$ cat config.mk
export PLATFORM = sky130hd
export DESIGN_NAME = dma_chan_seq
export DESIGN_NICKNAME = d
export VERILOG_FILES = /design/src/rtl/dma_seq_pkg.sv /design/src/rtl/dma_cmd_prio.sv /design/src/rtl/dma_bus_arb.sv /design/src/rtl/dma_chan_fsm.sv /design/src/rtl/dma_chan_seq.sv
export SDC_FILE = /design/constraint.sdc
export NUM_CORES = 1
export LEC_CHECK = 0
export ABC_AREA = 1
export BUFFER_PORTS_ARGS = -buffer_cell sky130_fd_sc_hd__buf_4
export CORE_ASPECT_RATIO = 1.4
export CORE_MARGIN = 3
export CORE_UTILIZATION = 24
export DETAILED_ROUTE_END_ITERATION = 7
export PLACE_DENSITY = 0.41
export SKIP_LAST_GASP = 1
export SYNTH_ARGS = -nofsm -noshare
export SYNTH_HDL_FRONTEND = slang
export SYNTH_HIERARCHICAL = 1
export SYNTH_SLANG_ARGS = --single-unit
$ cat constraint.sdc
create_clock -name clk -period 3.5 [get_ports clk]
set_input_delay 0.175 -clock clk [delete_from_list [all_inputs] [get_ports clk]]
set_output_delay 0.175 -clock clk [all_outputs]
set_load 0.03 [all_outputs]
$ cat src/rtl/dma_seq_pkg.sv
// Shared types for the DMA channel sequencer: status codes and resolved commands.
package dma_seq_pkg;
    localparam int CH_CNT = 2;
    localparam int ST_W   = 3;

    typedef enum logic [ST_W-1:0] {
        ST_IDLE   = 3'd0,
        ST_QUEUED = 3'd1,
        ST_RUN    = 3'd2,
        ST_DONE   = 3'd3,
        ST_FAULT  = 3'd4
    } chan_st_e;

    typedef enum logic [1:0] {
        CMD_NONE,
        CMD_START,
        CMD_STOP,
        CMD_CLEAR
    } chan_cmd_e;
endpackage

$ cat src/rtl/dma_cmd_prio.sv
// Reduces the three command strobes of one channel to a single command.
// Assumes strobes are one-cycle pulses; clear beats stop, stop beats start.
module dma_cmd_prio
    import dma_seq_pkg::*;
(
    input  logic      start_i,
    input  logic      stop_i,
    input  logic      clear_i,
    output chan_cmd_e cmd_o
);
    // Fixed-priority pick of one strobe.
    always_comb begin
        if (clear_i)      cmd_o = CMD_CLEAR;
        else if (stop_i)  cmd_o = CMD_STOP;
        else if (start_i) cmd_o = CMD_START;
        else              cmd_o = CMD_NONE;
    end
endmodule

$ cat src/rtl/dma_bus_arb.sv
// Decides which channel may enter Running this cycle.
// A start needs every other channel out of operation. A queued channel only
// needs every other channel to stop holding the engine. Lower index wins ties.
module dma_bus_arb
    import dma_seq_pkg::*;
#(
    parameter int N_CH = CH_CNT
) (
    input  chan_st_e          st_i    [N_CH],
    input  logic [N_CH-1:0]   fault_i,
    input  chan_cmd_e         cmd_i   [N_CH],
    output logic [N_CH-1:0]   grant_o
);
    logic [N_CH-1:0] holds;
    logic [N_CH-1:0] in_op;

    // Classify each channel as holding the engine and/or in operation.
    always_comb begin
        for (int i = 0; i < N_CH; i++) begin
            holds[i] = (st_i[i] == ST_RUN) ||
                       (((st_i[i] == ST_DONE) || (st_i[i] == ST_FAULT)) && fault_i[i]);
            in_op[i] = holds[i] || (st_i[i] == ST_QUEUED);
        end
    end

    // Fixed-priority grant over channels that want to run.
    always_comb begin
        logic lower_won;
        logic oth_op;
        logic oth_hold;
        lower_won = 1'b0;
        for (int i = 0; i < N_CH; i++) begin
            oth_op   = |(in_op & ~(N_CH'(1) << i));
            oth_hold = |(holds & ~(N_CH'(1) << i));
            grant_o[i] = !lower_won &&
                (((cmd_i[i] == CMD_START) && (st_i[i] == ST_IDLE) && !oth_op) ||
                 ((st_i[i] == ST_QUEUED) && (cmd_i[i] != CMD_STOP) && !oth_hold));
            lower_won = lower_won || grant_o[i];
        end
    end
endmodule

$ cat src/rtl/dma_chan_fsm.sv
// Status state machine of one channel.
// Assumes the arbiter grant is only raised for an Idle channel being started
// or a Queued channel; fault inputs are only sampled while Running.
module dma_chan_fsm
    import dma_seq_pkg::*;
(
    input  logic      clk,
    input  logic      rst_n,
    input  chan_cmd_e cmd_i,
    input  logic      grant_i,
    input  logic      last_done_i,
    input  logic      outstanding_i,
    input  logic      int_err_i,
    input  logic      ext_err_i,
    output chan_st_e  st_o,
    output logic      halt_o,
    output logic      run_en_o,
    output logic      int_flag_o,
    output logic      ext_flag_o
);
    chan_st_e st_q, st_d;
    logic     halt_q, halt_d;
    logic     int_q, int_d;
    logic     ext_q, ext_d;
    logic     drained;

    // Running job ends once the engine is empty after a halt or the final access.
    assign drained = (halt_q || last_done_i) && !outstanding_i;

    // Next-state and flag logic.
    always_comb begin
        st_d   = st_q;
        halt_d = halt_q;
        int_d  = int_q;
        ext_d  = ext_q;
        unique case (st_q)
            ST_IDLE: begin
                if (cmd_i == CMD_START) st_d = grant_i ? ST_RUN : ST_QUEUED;
            end
            ST_QUEUED: begin
                if (cmd_i == CMD_STOP) st_d = ST_IDLE;
                else if (grant_i)      st_d = ST_RUN;
            end
            ST_RUN: begin
                int_d = int_q || int_err_i;
                ext_d = ext_q || ext_err_i;
                if (drained) begin
                    st_d   = (int_d || ext_d) ? ST_FAULT : ST_DONE;
                    halt_d = 1'b0;
                end else if (cmd_i == CMD_STOP) begin
                    halt_d = 1'b1;
                end
            end
            ST_DONE, ST_FAULT: begin
                if (cmd_i == CMD_CLEAR) begin
                    st_d  = ST_IDLE;
                    int_d = 1'b0;
                    ext_d = 1'b0;
                end
            end
            default: st_d = ST_IDLE;
        endcase
    end

    // State register with synchronous active-low reset.
    always_ff @(posedge clk) begin
        if (!rst_n) begin
            st_q   <= ST_IDLE;
            halt_q <= 1'b0;
            int_q  <= 1'b0;
            ext_q  <= 1'b0;
        end else begin
            st_q   <= st_d;
            halt_q <= halt_d;
            int_q  <= int_d;
            ext_q  <= ext_d;
        end
    end

    assign st_o       = st_q;
    assign halt_o     = halt_q;
    assign run_en_o   = (st_q == ST_RUN) && !halt_q;
    assign int_flag_o = int_q;
    assign ext_flag_o = ext_q;
endmodule

$ cat src/rtl/dma_chan_seq.sv
// Top of the two-channel DMA status sequencer: per-channel command priority,
// shared arbiter and per-channel state machines.
// Assumes command strobes are single-cycle and synchronous to clk.
module dma_chan_seq
    import dma_seq_pkg::*;
#(
    parameter int N_CH = CH_CNT,
    localparam int SW  = ST_W
) (
    input  logic               clk,
    input  logic               rst_n,
    input  logic [N_CH-1:0]    start_i,
    input  logic [N_CH-1:0]    stop_i,
    input  logic [N_CH-1:0]    clear_i,
    input  logic [N_CH-1:0]    last_done_i,
    input  logic [N_CH-1:0]    outstanding_i,
    input  logic [N_CH-1:0]    int_err_i,
    input  logic [N_CH-1:0]    ext_err_i,
    output logic [N_CH*SW-1:0] status_o,
    output logic [N_CH-1:0]    run_en_o,
    output logic [N_CH-1:0]    halt_req_o,
    output logic [N_CH-1:0]    int_err_o,
    output logic [N_CH-1:0]    ext_err_o
);
    chan_cmd_e       cmd   [N_CH];
    chan_st_e        st    [N_CH];
    logic [N_CH-1:0] grant;
    logic [N_CH-1:0] fault;

    // Any sticky fault per channel, seen by the arbiter.
    assign fault = int_err_o | ext_err_o;

    dma_bus_arb #(.N_CH(N_CH)) u_arb (
        .st_i    (st),
        .fault_i (fault),
        .cmd_i   (cmd),
        .grant_o (grant)
    );

    for (genvar g = 0; g < N_CH; g++) begin : g_ch
        dma_cmd_prio u_prio (
            .start_i (start_i[g]),
            .stop_i  (stop_i[g]),
            .clear_i (clear_i[g]),
            .cmd_o   (cmd[g])
        );

        dma_chan_fsm u_fsm (
            .clk           (clk),
            .rst_n         (rst_n),
            .cmd_i         (cmd[g]),
            .grant_i       (grant[g]),
            .last_done_i   (last_done_i[g]),
            .outstanding_i (outstanding_i[g]),
            .int_err_i     (int_err_i[g]),
            .ext_err_i     (ext_err_i[g]),
            .st_o          (st[g]),
            .halt_o        (halt_req_o[g]),
            .run_en_o      (run_en_o[g]),
            .int_flag_o    (int_err_o[g]),
            .ext_flag_o    (ext_err_o[g])
        );

        assign status_o[g*SW +: SW] = st[g];
    end
endmodule

==> impl_metrics.sql <==
INSERT INTO impl_metrics (metric_group, metric, value, unit) VALUES
('detailed_routing', 'viasPerCell', '4.37', ''),
('logic_synthesis', 'yosys.cell_types.count', '23', ''),
('worst_hold_path', 'hold_path_class', 'in -> reg', ''),
('cells_and_area', 'layout.cells.most_common_list', 'sky130_fd_sc_hd__nand2_1, sky130_fd_sc_hd__nor2_1, sky130_fd_sc_hd__buf_4, sky130_fd_sc_hd__inv_1, sky130_fd_sc_hd__dfxtp_1', ''),
('setup_path', 'crit_path_cell_trace', 'nor2_2, nand2_1, nand3_1, a21oi_4, nor2_2, a21oi_1, nand2_2, nand2_4, nor2_4, nor2_1, nor2_1', ''),
('floorplan', 'effective_utilization_at_floorplan', '0.251', ''),
('cells_and_area', 'finalCoreUtilization', '0.333', ''),
('setup_path', 'critical-path-max-stage-delay', '550', 'ps'),
('global_routing', 'grt_max_degree', '13', ''),
('sta', 'rsz0062_at_grt', 'no', ''),
('detailed_routing', 'met2_length', '1580', 'µm'),
('floorplan', 'dieHeight', '84.8', 'µm'),
('clocking', 'clock_path_buffers', '2', ''),
('floorplan', 'core-area', '4240', 'µm²'),
('detailed_routing', 'via_count', '1194', ''),
('placement', 'post-place-ws', '1730', 'ps'),
('sta', 'timing.final.crit_share', '0.488', ''),
('setup_path', 'setup.worst_path.class', 'reg -> reg', ''),
('placement', 'dp_hpwl', '2340', 'µm'),
('sta', 'slew_headroom', '0.726', ''),
('global_routing', 'via_count_of_the_first_global_routing_pass', '1079', ''),
('power', 'power_leakage', '0.714', 'nW'),
('sta', 'holdWs', '207', 'ps'),
('logic_synthesis', 'yosysSeqAreaShare', '0.226', ''),
('setup_path', 'critPathLaunchType', 'flip-flop', ''),
('sta', 'max_freq', '0.586', 'GHz'),
('setup_path', 'critical_path.reg2reg.startpoint', 'g_ch[1].u_fsm/st_o[2]', ''),
('detailed_routing', 'met3_length', '108', 'µm'),
('global_routing', 'globalRouteOverflowTotal', '0', ''),
('detailed_routing', 'post-route-drc-count', '0', ''),
('detailed_routing', 'drt_pass1_iterations', '4', ''),
('setup_path', 'worstPathRequired', '3630', 'ps'),
('clocking', 'cts_tree', 'yes', ''),
('logic_synthesis', 'postSynthRegisterBits', '12', ''),
('sta', 'worstMarginPinSlew', '411', 'ps'),
('setup_path', 'cell_family_contributing_the_most_delay_on_the_critical_path', 'simple AND/OR/NAND/NOR gates', ''),
('cells_and_area', 'final_area', '1410', 'µm²'),
('clocking', 'post-cts-setup-buffer-count', '0', ''),
('sta', 'timing.final.ws_setup', '1790', 'ps'),
('clocking', 'cts_inserted_buffers', '3', ''),
('detailed_routing', 'detail-route-antenna-nets', '0', ''),
('setup_path', 'path_max_fanout', '11', ''),
('setup_path', 'ff2ff_path_depth', '11', ''),
('run', 'timing.max_cap.violations', '0', ''),
('logic_synthesis', 'syn-instance-count', '180', ''),
('clocking', 'cts-resized-gates', '0', ''),
('sta', 'final_period_minus_worst_setup_slack', '1710', 'ps'),
('setup_path', 'timing.critical_path.slowest_stage_cell', 'sky130_fd_sc_hd__dfxtp_1', ''),
('clocking', 'cts_htree_levels', '1', ''),
('cells_and_area', 'final_nets', '230', ''),
('logic_synthesis', 'synth.yosys.warnings', '6', ''),
('logic_synthesis', 'synth_nets', '196', ''),
('clocking', 'clock_sink_count', '12', ''),
('global_routing', 'initial_antenna_violation_count', '0', ''),
('detailed_routing', 'routed_wire_length_per_instance', '10.5', 'µm'),
('floorplan', 'floorplan.die_area', '5280', 'µm²'),
('detailed_routing', 'routed.top_layer', 'met4', ''),
('setup_path', 'cp.arrival', '1840', 'ps'),
('clocking', 'clkTransAtPathRegs', '60', 'ps'),
('logic_synthesis', 'synth.avg_cell_area', '5.92', 'µm²'),
('floorplan', 'die_w', '62.3', 'µm'),
('global_routing', 'grt_first_pass_wirelength', '4810', 'µm'),
('run_status', 'outcome', 'finished clean', ''),
('placement', 'post_dp_cell_area', '1360', 'µm²'),
('detailed_routing', 'detail_route.wirelength', '2870', 'µm'),
('setup_path', 'r2r_end', 'g_ch[1].u_fsm/st_o[1]', ''),
('cells_and_area', 'post_route_cells_drive_above_1_share', '0.300', ''),
('cells_and_area', 'antennaDiodeCount', '0', ''),
('power', 'power_density', '716', 'nW/µm²'),
('placement', 'gp_routability_congestion', '0.864', ''),
('setup_path', 'ff2ff_setup_slack', '1790', 'ps');
-- per-stage QoR --
stage	power, mW	std cells
3_5_place_dp	0.873	269
4_1_cts	1.03	273
2_1_floorplan	0.709	180
6_report	1.01	273
5_1_grt	1.11	273
3_3_place_gp	0.873	269
-- area by class of cell --
type	instances	area (µm²)
Clock buffer	4	55.1
Fill cell	480	2830
Inverter	26	98.8
Multi-Input combinational cell	142	726
Sequential cell	12	240
Tap cell	60	75.1
Timing Repair Buffer	29	218
-- synthesized netlist by cell type --
master | instances | area [µm²]
sky130_fd_sc_hd__a21oi_1 | 8 | 40.0
sky130_fd_sc_hd__nand3b_1 | 1 | 7.51
sky130_fd_sc_hd__o21ai_1 | 1 | 5.00
sky130_fd_sc_hd__clkinv_2 | 1 | 5.00
sky130_fd_sc_hd__nand3_2 | 4 | 40.0
sky130_fd_sc_hd__nor2_1 | 34 | 128
sky130_fd_sc_hd__inv_2 | 6 | 22.5
sky130_fd_sc_hd__inv_1 | 19 | 71.3
sky130_fd_sc_hd__nand2_2 | 5 | 31.3
sky130_fd_sc_hd__a31oi_1 | 2 | 12.5
sky130_fd_sc_hd__o21ai_0 | 7 | 35.0
sky130_fd_sc_hd__nand2_4 | 5 | 56.3
sky130_fd_sc_hd__nor3_1 | 5 | 25.0
sky130_fd_sc_hd__a21oi_4 | 1 | 16.3
sky130_fd_sc_hd__or2_4 | 1 | 8.76
sky130_fd_sc_hd__nand3_1 | 7 | 35.0
sky130_fd_sc_hd__o21bai_2 | 2 | 22.5
sky130_fd_sc_hd__nor2_2 | 4 | 25.0
sky130_fd_sc_hd__dfxtp_1 | 12 | 240
sky130_fd_sc_hd__nor2_4 | 2 | 22.5
sky130_fd_sc_hd__nand2_1 | 48 | 180
sky130_fd_sc_hd__o21bai_1 | 3 | 22.5
sky130_fd_sc_hd__nand4_1 | 2 | 12.5
-- worst max-delay path by stage --
stage                                       end  depth (start not counted)             startpoint  slack, ps
after floorplan           g_ch[1].u_fsm/st_o[0]                         11  g_ch[1].u_fsm/st_o[2]       1800
after global placement    g_ch[1].u_fsm/st_o[0]                         15             clear_i[0]       1760
after detailed placement  g_ch[1].u_fsm/st_o[1]                         15             clear_i[0]       1730
after CTS                 g_ch[1].u_fsm/st_o[1]                         11  g_ch[1].u_fsm/st_o[2]       1780
after global routing      g_ch[1].u_fsm/st_o[1]                         12  g_ch[1].u_fsm/st_o[0]       1550
final                     g_ch[1].u_fsm/st_o[1]                         11  g_ch[1].u_fsm/st_o[2]       1790
-- report_power, final --
part / switching, mW / internal (mW)
Combinational: 0.378 / 0.238
Sequential: 0.0740 / 0.170
Clock: 0.0517 / 0.0993
Total: 0.504 / 0.508
-- worst reg2reg max path: cells and delay by family, from the launching register on --
family | cells | cell delay [ps]
AOI/OAI and AO/OA | 2 | 360
DFF | 1 | 550
and+or+nand+nor | 9 | 690
-- flip-flops by register name, summed over array words and instances (netlist names) --
| name | cells |
|---|---|
| g_ch.u_fsm/st_o | 6 |
| g_ch.u_fsm/ext_flag_o | 2 |
| g_ch.u_fsm/halt_o | 2 |
| g_ch.u_fsm/int_flag_o | 2 |
-- metal layers --
layer,global-route usage,vias up
met4,0.0120,0
met1,0.122,535
li1,-,635
met5,0,-
met2,0.222,22
met3,0.0278,2
-- kinds of logic (layout without fill, tap and decap cells) --
kind of cell	count (synthesis)	after routing	synth area share
simple gates	118	118	0.537
buf+inv	26	59	0.0928
compound gates	24	24	0.145
flops	12	12	0.226
Power figures use the tool's default switching activity.
